## src/rtl/mac_pkg.sv

```systemverilog
package mac_pkg;
    localparam int OPW = 16;
    localparam int PRW = 2 * OPW;
    typedef logic [OPW-1:0] opnd_t;
    typedef logic [PRW-1:0] prod_t;
endpackage

```

## src/rtl/mac_tmp_reg.sv

```systemverilog
module mac_tmp_reg #(
    parameter int W = 16
) (
    input  logic         clk,
    input  logic         rst_n,
    input  logic         ld,
    input  logic [W-1:0] d,
    output logic [W-1:0] q
);
    always_ff @(posedge clk or negedge rst_n) begin
        if (!rst_n)  q <= '0;
        else if (ld) q <= d;
    end
endmodule

```

## src/rtl/mac_mult.sv

```systemverilog
module mac_mult #(
    parameter int W = 16
) (
    input  logic [W-1:0]   a,
    input  logic [W-1:0]   b,
    input  logic           sgn,
    output logic [2*W-1:0] p
);
    localparam int XW = W + 1;
    localparam int FW = 2 * XW;
    logic signed [XW-1:0] ax, bx;
    logic signed [FW-1:0] full;
    always_comb begin
        ax   = $signed({sgn & a[W-1], a});
        bx   = $signed({sgn & b[W-1], b});
        full = ax * bx;
        p    = full[2*W-1:0];
    end
endmodule

```

## src/rtl/mac_accum.sv

```systemverilog
module mac_accum #(
    parameter int W = 32
) (
    input  logic         clk,
    input  logic         rst_n,
    input  logic         clr,
    input  logic         add,
    input  logic [W-1:0] addend,
    output logic [W-1:0] sum_q,
    output logic         ovf_q
);
    logic [W-1:0] sum_n;
    logic         ovf_now;
    always_comb begin
        sum_n   = sum_q + addend;
        ovf_now = (sum_q[W-1] == addend[W-1]) && (sum_n[W-1] != sum_q[W-1]);
    end
    always_ff @(posedge clk or negedge rst_n) begin
        if (!rst_n) begin
            sum_q <= '0;
            ovf_q <= 1'b0;
        end else if (clr) begin
            sum_q <= '0;
            ovf_q <= 1'b0;
        end else if (add) begin
            sum_q <= sum_n;
            ovf_q <= ovf_q | ovf_now;
        end
    end
endmodule

```

## src/rtl/mac_unit.sv

```systemverilog
module mac_unit
    import mac_pkg::*;
(
    input  logic        clk,
    input  logic        rst_n,
    input  logic [15:0] opnd_a,
    input  logic [15:0] opnd_b,
    input  logic        ld_tmp,
    input  logic        mul_go,
    input  logic        mac_go,
    input  logic        sgn_mode,
    input  logic        acc_clr,
    output logic [31:0] prod,
    output logic [31:0] acc,
    output logic        acc_ovf
);
    opnd_t tmp_q;
    prod_t prod_n;
    prod_t prod_q;

    mac_tmp_reg #(.W(OPW)) u_tmp (
        .clk(clk), .rst_n(rst_n), .ld(ld_tmp), .d(opnd_a), .q(tmp_q)
    );

    mac_mult #(.W(OPW)) u_mul (
        .a(tmp_q), .b(opnd_b), .sgn(sgn_mode), .p(prod_n)
    );

    always_ff @(posedge clk or negedge rst_n) begin
        if (!rst_n)                prod_q <= '0;
        else if (mul_go || mac_go) prod_q <= prod_n;
    end

    mac_accum #(.W(PRW)) u_acc (
        .clk(clk), .rst_n(rst_n), .clr(acc_clr), .add(mac_go),
        .addend(prod_q), .sum_q(acc), .ovf_q(acc_ovf)
    );

    assign prod = prod_q;
endmodule

```

## config.mk

```make
export PLATFORM = sky130hd
export DESIGN_NAME = mac_unit
export DESIGN_NICKNAME = d
export VERILOG_FILES = /design/src/rtl/mac_pkg.sv /design/src/rtl/mac_tmp_reg.sv /design/src/rtl/mac_mult.sv /design/src/rtl/mac_accum.sv /design/src/rtl/mac_unit.sv
export SDC_FILE = /design/constraint.sdc
export NUM_CORES = 1
export LEC_CHECK = 0
export BUFFER_PORTS_ARGS = -buffer_cell sky130_fd_sc_hd__buf_2
export CORE_MARGIN = 5
export CORE_UTILIZATION = 55
export CTS_CLUSTER_DIAMETER = 60
export DETAILED_ROUTE_END_ITERATION = 6
export GPL_ROUTABILITY_DRIVEN = 0
export PLACE_DENSITY = 0.85
export SLEW_MARGIN = 20
export SYNTH_ARGS = -nofsm -noshare
export SYNTH_HDL_FRONTEND = slang
export SYNTH_SLANG_ARGS = --single-unit
```

## constraint.sdc

```tcl
create_clock -name clk -period 5.6 [get_ports clk]
set_input_delay 0.84 -clock clk [delete_from_list [all_inputs] [get_ports clk]]
set_output_delay 0.84 -clock clk [all_outputs]
set_load 0.005 [all_outputs]
```

==> results.json, run 1 <==
{
  "finalCritPeriodShare_pct": 109,
  "startpoint_type": "primary input",
  "postRouteWirelength_mm": 44.4,
  "clockBufferDepth": 2,
  "synth_top_area_share_pct": 37.3,
  "clock_latency_ns": 0.36,
  "grt_pass1_wl_mm": 70.5,
  "ys_warn_count": 0,
  "initial_utilization_pct": 56.1,
  "crit_path_cell_trace": "buf_8 > buf_6 > nand2_4 > buf_6 > or2_4 > fa_1 > fa_1 > fa_1 > fa_1 > fa_2 > fa_1 > inv_2 > ha_4 > a21oi_2 > o21bai_1 > a221o_1 > a311oi_2 > a21oi_2 > o21ai_2 > mux2i_1 > nand2_1",
  "grt_max_degree": 65,
  "crit_path_frequent_cell": "fa_1",
  "worst_slew_pin_slew_ns": 0.875,
  "nets": 2300,
  "finalHoldViolations": 0,
  "path_buf_inv": 4,
  "firstDrtPassIters": 5,
  "grt_overflow": 0,
  "post_drt_wl_per_cell_um": 20.1,
  "avgViaCountPerCell": 5.93,
  "seqCellArea_mm2": 0.00204,
  "max_cap_viol_count": 0,
  "cpPeakStageDelay_ns": 0.56,
  "clock_sink_count": 81,
  "worst_slack_ns": -0.488,
  "cp.required_ns": 5.84,
  "ys_top_cells_by_area": "fa_1 37%, dfrtp_1 13%, ha_1 9.3%",
  "clk_pin_slew_ns": 0.08,
  "synth_nets": 2058,
  "async_reset_ff_share_pct": 100,
  "stdcell_count": 2212,
  "grt_use_total_pct": 28.4,
  "cts_tree": "done",
  "cp_top_family": "adder cells",
  "io_pins": 104,
  "vias": 13100,
  "avgSynthCellArea_um2": 9.35,
  "multi_input_area_mm2": 0.0124,
  "path_max_fanout": 3,
  "synth_enable_flop_cells": 0,
  "finalSetupViolCount": 16,
  "reg2regPathDepth": 19,
  "critPathLaunch": "sgn_mode",
  "slowest_stage": "fa_1",
  "crit_end": "prod[29]$_DFFE_PN0P_",
  "rr_endpoint": "prod[29]$_DFFE_PN0P_",
  "r2r_start": "u_tmp.q[9]$_DFFE_PN0P_",
  "placedCellCount": 2174,
  "utilization_pct": 68.4,
  "cts-hold-fix-buffers": 0,
  "critical_path_depth": 21,
  "drcViolationCount": 0,
  "critPathCaptureType": "flip-flop",
  "rsz0062_at_grt": "yes",
  "portBuffers": 103,
  "dp_hpwl_mm": 32.7,
  "fin_skew_ns": 0.0157,
  "r2r_slack_ns": -0.47,
  "drt_iter0_markers": 1139,
  "nFillCells": 1792,
  "timing.fmax_ghz": 0.164,
  "yosysSeqAreaShare_pct": 13.4,
  "area_delta_synth_final_pct": 21.9,
  "critical_path_class": "in2reg",
  "antenna_found_initial": 1,
  "core_mm2": 0.0270,
  "die_w_um": 176,
  "cts_max_level": 3,
  "syn_area_mm2": 0.0152,
  "die_area_mm2": 0.0310,
  "layout-drive-gt1-share_pct": 26.3,
  "violations": "setup timing",
  "status": "finished, violations left",
  "synth_ff_type": "dfrtp_1",
  "drv_slew": 0,
  "hp-class": "in2async",
  "root_buffer": "clkbuf_16",
  "ys_types": 66,
  "drtAntennaViolNets": 0,
  "grt_pass1_vias": 14400,
  "cp.arrival_ns": 6.33,
  "cts-buffers-inserted": 9,
  "yosysTopAreaCell": "fa_1",
  "period_needed_ns": 6.09,
  "netlist_instances": 1623,
  "rows": 60,
  "die_h_um": 176,
  "synth-seq-cells": 81,
  "slew_headroom_pct": 41.4
}
-- cell families after synthesis --
| group | count (synthesis) | synth area share (%) |
|---|---|---|
| multiplexers | 42 | 2.96 |
| AO/OA/AOI/OAI | 186 | 8.40 |
| flip-flops | 81 | 13.4 |
| XOR/XNOR | 48 | 2.77 |
| AND/OR/NAND/NOR | 491 | 16.4 |
| buffers and inverters | 379 | 9.39 |
| adder cells (fa/ha/maj) | 396 | 46.7 |
-- stage by stage --
stage                     hold WS, ns  instance area, um^2  setup slack (ns)  setup TNS (ns)
after floorplan                 0.491                15600            -0.452           -4.17
after global placement          0.497                17400            -0.847          -11.73
final                           0.356                18500            -0.488           -4.69
after CTS                       0.358                18100            -0.374           -3.37
after detailed placement        0.504                17400             -1.01          -13.59
after global routing            0.359                18500            -0.745           -8.03
-- cell type report --
type | count | area share [%]
multi-input combinational | 1163 | 67.1
timing repair buffer | 291 | 11.6
inverter | 319 | 6.48
clock inverter | 5 | 0.203
sequential | 81 | 11.0
tap | 341 | 2.31
clock buffer | 11 | 1.31
antenna | 1 | 0.0135
-- sequential cells by signal, summed over array words and instances (netlist names) --
name,flops
u_acc.ovf_q,1
prod,32
u_acc.sum_q,32
u_tmp.q,16
-- cells in the mapped netlist (4+ instances only) --
master    instances
nor2_1           57
and3_1           14
clkbuf_1         53
a221o_1           4
ha_1            113
mux2_2           23
o21a_1           11
and2_1          140
nand4_1           5
inv_1           319
o21bai_1          6
dfrtp_1          81
nand2_1         180
nor2b_1           6
or2_2            12
o31ai_1           5
xor2_1           17
o21ai_0          33
a21o_1           25
buf_1             5
or4_1             6
mux2i_1          19
nand3_1          23
or3_1             5
a211oi_1         11
fa_1            283
nand2b_1          8
a21oi_1          41
o211ai_1          6
nor3b_1           6
xnor2_1          31
a31oi_1           6
nor3_1           13
-- worst min path at each step --
stage | to | cells past startpoint | slack [ns]
2_1_floorplan | prod[0]$_DFFE_PN0P_ | 2 | 0.49
3_3_place_gp | u_acc.ovf_q$_DFFE_PN0P_ | 1 | 0.50
3_5_place_dp | u_acc.ovf_q$_DFFE_PN0P_ | 1 | 0.50
4_1_cts | u_tmp.q[14]$_DFFE_PN0P_ | 1 | 0.36
5_1_grt | prod[3]$_DFFE_PN0P_ | 1 | 0.36
6_report | u_tmp.q[14]$_DFFE_PN0P_ | 1 | 0.36
-- per-layer routing --
| layer | vias to the layer above | track usage [%] | routed length, um |
|---|---|---|---|
| li1 | 5553 | - | - |
| met1 | 6604 | 32.3 | 15000 |
| met2 | 709 | 51.3 | 22900 |
| met3 | 255 | 4.11 | 3290 |
| met4 | 0 | 16.1 | 3210 |
| met5 | - | 0 | 0 |
-- layout by cell type (no fill, tap or decap), types with 22 or more instances in the layout --
cell type and n:
mux2_2 22, inv_1 296, xnor2_1 28, nand2_1 161, ha_1 95, fa_1 268
dfrtp_1 71, and2_1 124, nand3_1 23, nor2_1 56, a21o_1 25, buf_2 88
inv_2 23, buf_4 173, a21oi_1 31
-- what timing repair did --
item,CTS,global route
gates cloned,0,0
resized for setup,82,90
setup endpoints to repair,19,19
buffers inserted,12,8
pin swaps,56,61
Power of run 1 is left out: the tool's default activity adds up to more than one toggle a clock period on the data nets, which glitch-free logic cannot reach.
==> inputs of run 2 (changes only) <==
--- a/config.mk
+++ b/config.mk
@@ -11,6 +11,7 @@
 export CTS_CLUSTER_DIAMETER = 60
 export DETAILED_ROUTE_END_ITERATION = 6
 export GPL_ROUTABILITY_DRIVEN = 0
+export MAX_ROUTING_LAYER = met4
 export PLACE_DENSITY = 0.85
 export SLEW_MARGIN = 20
 export SYNTH_ARGS = -nofsm -noshare
==> constraint.sdc (replaced) <==
create_clock -name clk -period 5.6 [get_ports clk]
set_input_delay 1.12 -clock clk [delete_from_list [all_inputs] [get_ports clk]]
set_output_delay 1.12 -clock clk [all_outputs]
set_load 0.005 [all_outputs]
==> run 2 against run 1 <==
Net effect:
- the run still ends with setup timing left
- cell count about the same
- routed wire length fell by 3.1%
- clock-buffer cell count unchanged
- die area unchanged
- flip-flop and latch count unchanged
- worst hold slack improved by 0.17 ns
- sequential share of layout area fell by 0.085 points
- critical path type unchanged
- utilization is 0.11 points higher
- first-iteration DRC count is 4.9% lower
- non-clock buffer count is 1 lower
- fmax shrank 2.6%
- setup slack worse by 0.17 ns
==> results.json, run 2 (same netlist as run 1, synthesis figures left out) <==
{
  "slew_headroom_pct": 30.8,
  "dp_hpwl_mm": 32.6,
  "cts-hold-fix-buffers": 0,
  "die_area_mm2": 0.0310,
  "r2r_slack_ns": -0.48,
  "period_needed_ns": 6.25,
  "grt_pass1_wl_mm": 69.6,
  "placed_area_mm2": 0.0174,
  "cts-buffers-inserted": 9,
  "io_pins": 104,
  "die_w_um": 176,
  "drtAntennaViolNets": 0,
  "startpoint_type": "primary input",
  "timing.fmax_ghz": 0.160,
  "drcViolationCount": 0,
  "design_area_mm2": 0.0185,
  "status": "finished, violations left",
  "avgViaCountPerCell": 5.84,
  "cts_tree": "done",
  "critPathLaunch": "opnd_b[11]",
  "rr_endpoint": "prod[27]$_DFFE_PN0P_",
  "antenna_found_initial": 2,
  "layout_common_cells": "298 x inv_1, 273 x fa_1, 170 x buf_4",
  "rsz0062_at_grt": "yes",
  "critPathCaptureType": "flip-flop",
  "cts_max_level": 3,
  "clockBufferDepth": 2,
  "crit_end": "prod[27]$_DFFE_PN0P_",
  "root_buffer": "clkbuf_16",
  "layout-drive-gt1-share_pct": 25.5,
  "portBuffers": 103,
  "rows": 60,
  "initial_utilization_pct": 56.1,
  "worst_slew_pin_slew_ns": 1.04,
  "path_max_fanout": 3,
  "nets": 2299,
  "reg2regPathDepth": 19,
  "fin_skew_ns": 0.0140,
  "core_mm2": 0.0270,
  "clk_pin_slew_ns": 0.08,
  "grt_max_degree": 59,
  "drv_slew": 0,
  "finalSetupViolCount": 19,
  "grt_overflow": 0,
  "worst_slack_ns": -0.653,
  "clock_latency_ns": 0.37,
  "violations": "setup timing",
  "firstDrtPassIters": 5,
  "die_h_um": 176,
  "r2r_start": "u_tmp.q[6]$_DFFE_PN0P_",
  "grt_pass1_vias": 14300,
  "drt_iter0_markers": 1083,
  "critical_path_class": "in2reg",
  "post_drt_wl_per_cell_um": 19.5,
  "postRouteWirelength_mm": 43.0,
  "vias": 12900,
  "grt_use_total_pct": 28.8,
  "finalCritPeriodShare_pct": 112,
  "hp-class": "reg2reg",
  "cp.required_ns": 5.82,
  "holdWs_ns": 0.521,
  "area_delta_synth_final_pct": 22.1,
  "clock_sink_count": 81,
  "finalHoldViolations": 0,
  "max_cap_viol_count": 0,
  "cp.arrival_ns": 6.48,
  "final_common_cell": "inv_1"
}
[run 2: changes by cell type in the layout (fill, tap and decap cells not counted), sizes merged]
cell and delta:
buf -1, bufinv +1, clkinv -1
[run 2: worst min path at each step]
| stage | startpoint | to | cells after the start |
|---|---|---|---|
| 6_report | u_acc.ovf_q$_DFFE_PN0P_ | u_acc.ovf_q$_DFFE_PN0P_ | 1 |
| 5_1_grt | u_acc.ovf_q$_DFFE_PN0P_ | u_acc.ovf_q$_DFFE_PN0P_ | 1 |
| 2_1_floorplan | prod[0]$_DFFE_PN0P_ | prod[0]$_DFFE_PN0P_ | 2 |
| 3_5_place_dp | u_acc.ovf_q$_DFFE_PN0P_ | u_acc.ovf_q$_DFFE_PN0P_ | 1 |
| 4_1_cts | u_acc.ovf_q$_DFFE_PN0P_ | u_acc.ovf_q$_DFFE_PN0P_ | 1 |
| 3_3_place_gp | u_acc.ovf_q$_DFFE_PN0P_ | u_acc.ovf_q$_DFFE_PN0P_ | 1 |
[run 2: per-stage QoR]
| stage | util, % | worst slack, ns | cells | setup TNS (ns) |
|---|---|---|---|---|
| floorplan | - | -0.732 | 1623 | -8.64 |
| finish | 68.5 | -0.653 | 2211 | -8.44 |
| global route | 68.5 | -0.802 | 2211 | -11.08 |
| detailed placement | 64.6 | -1.25 | 2173 | -19.61 |
| CTS | 67.4 | -0.660 | 2199 | -8.03 |
| global placement | 64.6 | -1.11 | 2173 | -17.22 |
[run 2: worst max-delay path: stages]
cell and delay (ns):
buf_12 0.11, and2_4 0.15, fa_1 0.57, inv_2 0.05, fa_1 0.53, inv_1 0.05
fa_1 0.46, fa_1 0.48, fa_1 0.52, inv_1 0.06, fa_1 0.50, inv_2 0.05
ha_4 0.21, and2_4 0.14, or2_4 0.24, a221o_1 0.37, a311oi_4 0.29, a31oi_1 0.12
a21oi_1 0.17, xor2_1 0.18, o21ai_1 0.08
[run 2: cell type report]
type	instances	area [um^2]
Antenna cell	1	2.50
Clock buffer	11	243
Clock inverter	5	62.6
Fill cell	1793	8510
Inverter	319	1200
Multi-Input combinational cell	1163	12400
Sequential cell	81	2030
Tap cell	341	427
Timing Repair Buffer	290	2180
[run 2: routing by layer]
| metal | vias to the layer above | wire length (um) | track usage, % |
|---|---|---|---|
| met4 | 0 | 2280 | 14.1 |
| met3 | 191 | 2400 | 3.43 |
| met5 | - | 0 | - |
| met2 | 605 | 22700 | 50.7 |
| li1 | 5554 | - | - |
| met1 | 6567 | 15700 | 32.7 |
[run 2: timing repair]
| item | 4_1_cts | 5_1_grt |
|---|---|---|
| resized for setup | 99 | 59 |
| endpoints found under the setup margin | 21 | 20 |
| buffers inserted | 10 | 13 |
| pin swaps | 50 | 49 |
Power of run 2 is left out for the same reason.
